$ cat src/rtl/rcc_pkg.sv
package rcc_pkg;
    localparam int CAUSE_W = 5;
    localparam int C_POR   = 0;
    localparam int C_LVR   = 1;
    localparam int C_HTR   = 2;
    localparam int C_WDR   = 3;
    localparam int C_PIN   = 4;
    localparam logic [CAUSE_W-1:0] CAUSE_AFTER_POR = CAUSE_W'(1) << C_POR;
endpackage

$ cat src/rtl/rcc_pin_sync.sv
module rcc_pin_sync (
    input  logic clk,
    input  logic por_req,
    input  logic pin_i,
    input  logic drive_i,
    output logic ext_o,
    output logic ext_now_o
);
    typedef struct packed {
        logic [1:0] sync;
        logic [1:0] blank;
        logic       ext;
    } sync_st_t;

    sync_st_t st_d, st_q;

    always_comb begin
        st_d       = st_q;
        st_d.sync  = {st_q.sync[0], pin_i};
        st_d.blank = {st_q.blank[0], drive_i};
        ext_now_o  = ~st_q.sync[1] & ~drive_i & ~(|st_q.blank);
        st_d.ext   = ext_now_o;
    end

    always_ff @(posedge clk or posedge por_req) begin
        if (por_req) st_q <= '{sync: 2'b11, blank: 2'b11, ext: 1'b0};
        else         st_q <= st_d;
    end

    assign ext_o = st_q.ext;
endmodule

$ cat src/rtl/rcc_stretch.sv
module rcc_stretch #(
    parameter int STRETCH_CYC = 20000
) (
    input  logic clk,
    input  logic por_req,
    input  logic evt_i,
    output logic drive_o
);
    localparam int CNT_W = $clog2(STRETCH_CYC + 1);
    localparam logic [CNT_W-1:0] CNT_LOAD = CNT_W'(STRETCH_CYC);

    typedef struct packed {
        logic [CNT_W-1:0] cnt;
        logic             drive;
    } str_st_t;

    str_st_t st_d, st_q;

    always_comb begin
        st_d       = st_q;
        st_d.drive = evt_i | (st_q.cnt != '0);
        if (evt_i)               st_d.cnt = CNT_LOAD;
        else if (st_q.cnt != '0) st_d.cnt = st_q.cnt - 1'b1;
    end

    always_ff @(posedge clk or posedge por_req) begin
        if (por_req) st_q <= '{cnt: CNT_LOAD, drive: 1'b1};
        else         st_q <= st_d;
    end

    assign drive_o = st_q.drive;
endmodule

$ cat src/rtl/rcc_cause_regs.sv
module rcc_cause_regs
    import rcc_pkg::*;
(
    input  logic               clk,
    input  logic               por_req,
    input  logic               lvr_i,
    input  logic               htr_i,
    input  logic               wdr_i,
    input  logic               ext_i,
    input  logic               busy_i,
    input  logic               we_i,
    input  logic               addr_i,
    input  logic [CAUSE_W-1:0] wdata_i,
    output logic [CAUSE_W-1:0] rdata_o,
    output logic [CAUSE_W-1:0] stat_o,
    output logic               htr_mask_o
);
    typedef struct packed {
        logic [CAUSE_W-1:0] stat;
        logic               mask;
    } reg_st_t;

    reg_st_t st_d, st_q;
    logic [CAUSE_W-1:0] clr, set;

    always_comb begin
        st_d = st_q;
        clr  = (we_i && !addr_i) ? wdata_i : '0;
        set  = '0;
        set[C_LVR] = lvr_i;
        set[C_HTR] = htr_i;
        set[C_WDR] = wdr_i;
        set[C_PIN] = ext_i;
        st_d.stat  = (st_q.stat & ~clr) | set;
        if (busy_i)               st_d.mask = 1'b0;
        else if (we_i && addr_i)  st_d.mask = wdata_i[0];
    end

    always_ff @(posedge clk or posedge por_req) begin
        if (por_req) st_q <= '{stat: CAUSE_AFTER_POR, mask: 1'b0};
        else         st_q <= st_d;
    end

    assign rdata_o    = addr_i ? CAUSE_W'(st_q.mask) : st_q.stat;
    assign stat_o     = st_q.stat;
    assign htr_mask_o = st_q.mask;
endmodule

$ cat src/rtl/rst_cause_ctrl.sv
module rst_cause_ctrl
    import rcc_pkg::*;
#(
    parameter int CLK_HZ      = 16_000_000,
    parameter int STRETCH_CYC = (CLK_HZ / 800 > 0) ? CLK_HZ / 800 : 1
) (
    input  logic               clk,
    input  logic               por_req,
    input  logic               lvr_req,
    input  logic               htr_req,
    input  logic               wdr_req,
    input  logic               rst_pin_i,
    output logic               rst_pin_oe,
    output logic               bank_rst,
    input  logic               reg_we,
    input  logic               reg_addr,
    input  logic [CAUSE_W-1:0] reg_wdata,
    output logic [CAUSE_W-1:0] reg_rdata
);
    logic htr_mask, htr_eff, int_evt, drive, ext_q, ext_now, busy;
    logic [CAUSE_W-1:0] stat_bits;

    assign htr_eff = htr_req & ~htr_mask;
    assign int_evt = lvr_req | wdr_req | htr_eff;
    assign busy    = int_evt | ext_now | drive | ext_q;

    rcc_stretch #(.STRETCH_CYC(STRETCH_CYC)) u_stretch (
        .clk(clk), .por_req(por_req), .evt_i(int_evt), .drive_o(drive)
    );

    rcc_pin_sync u_sync (
        .clk(clk), .por_req(por_req), .pin_i(rst_pin_i), .drive_i(drive),
        .ext_o(ext_q), .ext_now_o(ext_now)
    );

    rcc_cause_regs u_regs (
        .clk(clk), .por_req(por_req), .lvr_i(lvr_req), .htr_i(htr_eff),
        .wdr_i(wdr_req), .ext_i(ext_now), .busy_i(busy), .we_i(reg_we),
        .addr_i(reg_addr), .wdata_i(reg_wdata), .rdata_o(reg_rdata),
        .stat_o(stat_bits), .htr_mask_o(htr_mask)
    );

    assign rst_pin_oe = drive;
    assign bank_rst   = drive | ext_q;
endmodule

$ cat config.mk
export PLATFORM = sky130hd
export DESIGN_NAME = rst_cause_ctrl
export DESIGN_NICKNAME = d
export VERILOG_FILES = /design/src/rtl/rcc_pkg.sv /design/src/rtl/rcc_pin_sync.sv /design/src/rtl/rcc_stretch.sv /design/src/rtl/rcc_cause_regs.sv /design/src/rtl/rst_cause_ctrl.sv
export SDC_FILE = /design/constraint.sdc
export NUM_CORES = 1
export LEC_CHECK = 0
export CORE_MARGIN = 3
export CORE_UTILIZATION = 47
export CTS_CLUSTER_DIAMETER = 200
export DETAILED_ROUTE_END_ITERATION = 8
export DONT_BUFFER_PORTS = 1
export GPL_TIMING_DRIVEN = 0
export PLACE_DENSITY = 0.61
export SLEW_MARGIN = 0
export SYNTH_ARGS = -nofsm -noshare
export SYNTH_HDL_FRONTEND = slang
export SYNTH_SLANG_ARGS = --single-unit
$ cat constraint.sdc
create_clock -name clk -period 2.6 [get_ports clk]
set_clock_uncertainty 0.05 [all_clocks]
set_input_delay 0 -clock clk [delete_from_list [all_inputs] [get_ports clk]]
set_output_delay 0 -clock clk [all_outputs]
set_load 0.005 [all_outputs]
# --- After elaboration in Yosys (flattened, before gate mapping) ---
# Index checks and enable logic that the tools add are counted.
word_totals:
  ff_bits: 27
  word_cells: 38
classes:
  n_addsub: 1
  muxes: 6
  n_bitwise: 17
  reduce_logical: 7
op_table:
  columns: ["operator", "n"]
  rows:
  - ["$mux 15", 2]
  - ["$reduce_bool 15->1", 1]
  - ["$sub 15x1->15 const B", 1]
  - ["$mux 5", 2]
  - ["$or 1x1->1", 7]
  - ["$and 5x5->5", 1]
  - ["$not 5->5", 1]
  - ["$or 5x5->5", 1]
  - ["$not 1->1", 4]
  - ["$reduce_bool 2->1", 2]
  - ["$and 1x1->1", 3]
  - ["$logic_and 1x1->1", 2]
  - ["$mux 1", 2]
  - ["$reduce_or 2->1", 1]
  - ["$logic_not 1->1", 1]

# --- Logic depth before layout (Yosys ltp) ---
logic_depth:
  word_depth: 7
  mapped_depth: 8

# --- Hierarchy ---
# A second synthesis with hierarchy kept.
unflattened:
  hier_cells: 127
  hier_area_um2: 1331.3
modules_own_cells:
  columns: ["module", "n_inst", "cells_each", "area_per_inst_um2", "seq_area_each_um2"]
  rows:
  - ["rcc_stretch", 1, 86, 869.6, 407.9]
  - ["rcc_cause_regs", 1, 29, 282.8, 151.4]
  - ["rcc_pin_sync", 1, 7, 146.4, 130.1]
  - ["rst_cause_ctrl", 1, 5, 32.5, 0.0]

# --- Worst setup path before layout ---
# No wires, ideal clock.
synth_path:
  path_kind: "register to register"
  start: "register u_stretch.st_q[1] in the netlist's numbering"
  end: "register u_stretch.st_q[13] in the netlist's numbering"
  t_arrival_ns: 1.589
  required_time_ns: 2.471
  path_slack_ns: 0.882
  path_stages_with_launch: 7
  n_path_buf: 0
  path_cell_list: "dfrtp_1 -> inv_1 -> ha_1 -> nor3b_4 -> nand3_2 -> a2111oi_2 -> mux2i_1"
synth_via:
  elab_chain_cells: 3
  elab_cells_between_ends: 5
  classes_between: "add/sub: 1; mux: 2; reduce/logical: 2"
synth_lines:
  columns: ["item", "line_no", "rtl"]
  rows:
  - ["from (decl)", "rcc_stretch.sv:17", "str_st_t st_d, st_q;"]
  - ["from (signal assigned)", "rcc_stretch.sv:27", "if (por_req) st_q <= '{cnt: CNT_LOAD, drive: 1'b1};"]
  - ["from (signal assigned)", "rcc_stretch.sv:28", "else st_q <= st_d;"]
  - ["$sub 15x1->15", "rcc_stretch.sv:23", "else if (st_q.cnt != '0) st_d.cnt = st_q.cnt - 1'b1;"]
  - ["$mux 15", "rcc_stretch.sv:23", null]
  - ["$mux 15", "rcc_stretch.sv:22", "if (evt_i) st_d.cnt = CNT_LOAD;"]
# Several ways; a longest one is shown, not always the timed one. The select of a mux whose other input is x is not followed.
# A chain may end at the register's enable or synchronous reset.

# --- Worst setup path after layout ---
layout_path:
  start: "register u_stretch.st_q[1] in the netlist's numbering"
  end: "register u_stretch.st_q[3] in the netlist's numbering"
# The elaborated chain is that of the path after synthesis.

==> metrics <==
outcome=finished clean; Hold WC Path Type=primary input to primary output; Initial Util=0.515; FFs w/ async S/R, synth=1.00; Max Buffers Root-to-Sink=2; CTS root buf=clkbuf_4; largest family of logic cells by synthesized area=simple AND/OR/NAND/NOR gates; Top Metal Used=met4; CP Capture Type=flip-flop; post-synthesis compound-gate area fraction=0.115; XOR/XNOR Fraction of Synth Area=0.00662; CP top delay family=simple AND/OR/NAND/NOR gates; crit-path max FO=10; Ys Warns=0; CTS tree=built; crit-path max cell delay=~0.42 ns; Met1 Wirelength=1230 um; vias in the first global route=979; Synth Instances=126; TNS Setup=0 ns; setup ws final=0.649 ns; Yosys top cell by area=dfrtp_1; DR DRC count=0; worst endpoint required time=2.82 ns; Reg clk slew, reported paths=0.15 ns; drt first-iter violations=28; pwr/cell area=455 nW/um2; # setup viols final=0; Adder-Cell Fraction of Synth Area=0.00946; # diodes=0; count leader, synth=dfrtp_1; RSZ-0062 raised after global routing=no; number of routed nets with antenna violations=0; crit-path cells=inv_1 -> ha_1 -> nor3b_4 -> and4_4 -> buf_6 -> buf_8 -> o21ai_0 -> a21oi_1; Placement Setup Slack=0.671 ns; routed length on met3=109 um; CP max-delay cell=dfrtp_1; Post-CTS Setup Inserts=0; first-pass GRT wire length=about 4600 um; mapped cell area=1320 um2; Synth top cells by count=dfrtp_1, dfstp_2, nand2_1, or3_1; Slew Limit Fails=0; GRT Overall Usage=0.171; core area=2570 um2; 1st-pass router iterations=4; initial antenna violation count=0; Synth Register Bits=27; DIE WIDTH=59.0 um; Tmin final=1.95 ns; Worst-Margin Slew=1.01 ns; Crit Path Class=flip-flop to flip-flop; Max Fclk=512 MHz; final wirelength=2630 um; Final Hold Fails=0; met2 WL=1240 um; hold_ws=0.0930 ns; DR WL/cell=15.0 um; Net count, final=160; CTS H-tree lvls=1; Cell Area, Placed=1360 um2; die area=3490 um2; layout cell share with drive strength beyond 1=0.172; total clock sinks=27; period utilization=0.750; Area growth syn-to-layout=16.5%; ys flop type=dfrtp_1; Rows=18; Post-Syn Nets=140; Post-Synth Simple-Gate Area=0.281; final global-route overflow total=0; DR vias=1027; GPL Wtd Cong=0.807; Layout fillers=220; startpoint types=flip-flop; Worst EP arrival=2.17 ns; Seq/Total Area, Yosys=0.521; Peak VDD IR=between 0.3 and 0.4 mV; via density per instance=5.87; Netlist cell types=37; top cells by area, synth=dfrtp_1, dfstp_2, or3_1; max-cap violation count=0; num ports=20; Num CTS Buffers=3; Slew headroom=0.322; static leakage=between 0.6 and 0.7 nW; IO buf count=0; Buffers & Inverters on Critical Path=3; dpl hpwl=1750 um; mux cell area share after synthesis=0.0237; Post-synth EDFFs=0; largest net degree at the start of global routing=28; clock insertion delay at the later pin of the skew report=0.33 ns; Yosys top cell area share=0.303; Avg Inst Size Synth=around 10 um2; die height=59.0 um; post-route cell area=1540 um2
logic make-up after synthesis:
kind of cell             after synthesis
AO/OA/AOI/OAI                         24
flip-flops                            27
multiplexers                           3
adder cells (fa/ha/maj)                1
XOR/XNOR                               1
buffers and inverters                  8
AND/OR/NAND/NOR                       62
registers in the layout, summed over array words and instances, names as in the netlist:
signal / cells
u_regs.stat_o: 5
u_sync.st_q: 2
u_sync.ext_o: 1
u_regs.htr_mask_o: 1
u_stretch.drive_o: 1
u_stretch.st_q: 15
u_sync.st_d: 2
where the power goes:
| group | switching [mW] | total, mW | internal [mW] | leakage (nW) |
|---|---|---|---|---|
| combinational | 0.0383 | 0.0744 | 0.0361 | 0.279 |
| clock | 0.129 | 0.188 | 0.0589 | 0.0139 |
| sequential | 0.00794 | 0.439 | 0.431 | 0.324 |
per-layer routing:
layer | track usage | up-vias
met2 | 0.260 | 24
li1 | - | 502
met4 | 0.0809 | 0
met3 | 0.0240 | 5
met1 | 0.242 | 496
met5 | 0 | -
final timing paths:
check | slack [ns] | endpoint | cells past startpoint | from
worst max-delay path | 0.65 | u_stretch.st_q[3]$_DFFE_PP0P_ | 8 | u_stretch.st_q[1]$_DFFE_PP0P_
worst min-delay path | 0.09 | reg_rdata[0] | 1 | reg_addr
worst max register to register | 0.65 | u_stretch.st_q[3]$_DFFE_PP0P_ | 8 | u_stretch.st_q[1]$_DFFE_PP0P_
worst min register to register | 0.32 | u_sync.st_q[4]$_DFF_PP1_ | 0 | u_sync.st_d[4]$_DFF_PP1_
max in group asynchronous | 1.63 | u_stretch.st_q[8]$_DFFE_PP0P_ | 2 | por_req
min in group asynchronous | 0.27 | u_stretch.st_q[1]$_DFFE_PP0P_ | 2 | por_req
placed cells by master, fill, tap and decap left out, types with 2 or more instances in the layout:
| cell | count |
|---|---|
| a21o_1 | 4 |
| buf_6 | 2 |
| nor2_1 | 4 |
| nor3_1 | 7 |
| nor4_1 | 4 |
| or3_1 | 11 |
| a21oi_1 | 6 |
| inv_1 | 5 |
| nor2b_1 | 7 |
| or4_1 | 2 |
| nand2_1 | 11 |
| dfstp_2 | 11 |
| dlygate4sd3_1 | 15 |
| clkbuf_4 | 3 |
| dfrtp_1 | 16 |
| mux2i_1 | 2 |
| nand3_1 | 5 |
| o211ai_1 | 2 |
| o21ai_0 | 7 |
through the flow:
step           std cells  utilization  total power, mW
3_3_place_gp         156        0.530            0.502
5_1_grt              175        0.600            0.735
4_1_cts              175        0.600            0.708
3_5_place_dp         156        0.530            0.503
2_1_floorplan        126            -            0.491
6_report             175        0.600            0.701
cell type report:
| class | instances | area, um2 | area share |
|---|---|---|---|
| timing repair buffer | 15 | 150 | 0.0975 |
| buffer | 3 | 37.5 | 0.0244 |
| tap | 30 | 37.5 | 0.0244 |
| clock buffer | 3 | 22.5 | 0.0146 |
| sequential | 27 | 689 | 0.448 |
| multi-input combinational | 91 | 577 | 0.374 |
| inverter | 5 | 18.8 | 0.0122 |
| clock inverter | 1 | 7.51 | 0.00487 |
repair_timing:
item | CTS | global route
hold endpoints to repair | 42 | 0
hold buffers | 15 | 0
gates resized for setup | 0 | 0
(Power assumes the default switching activity.)
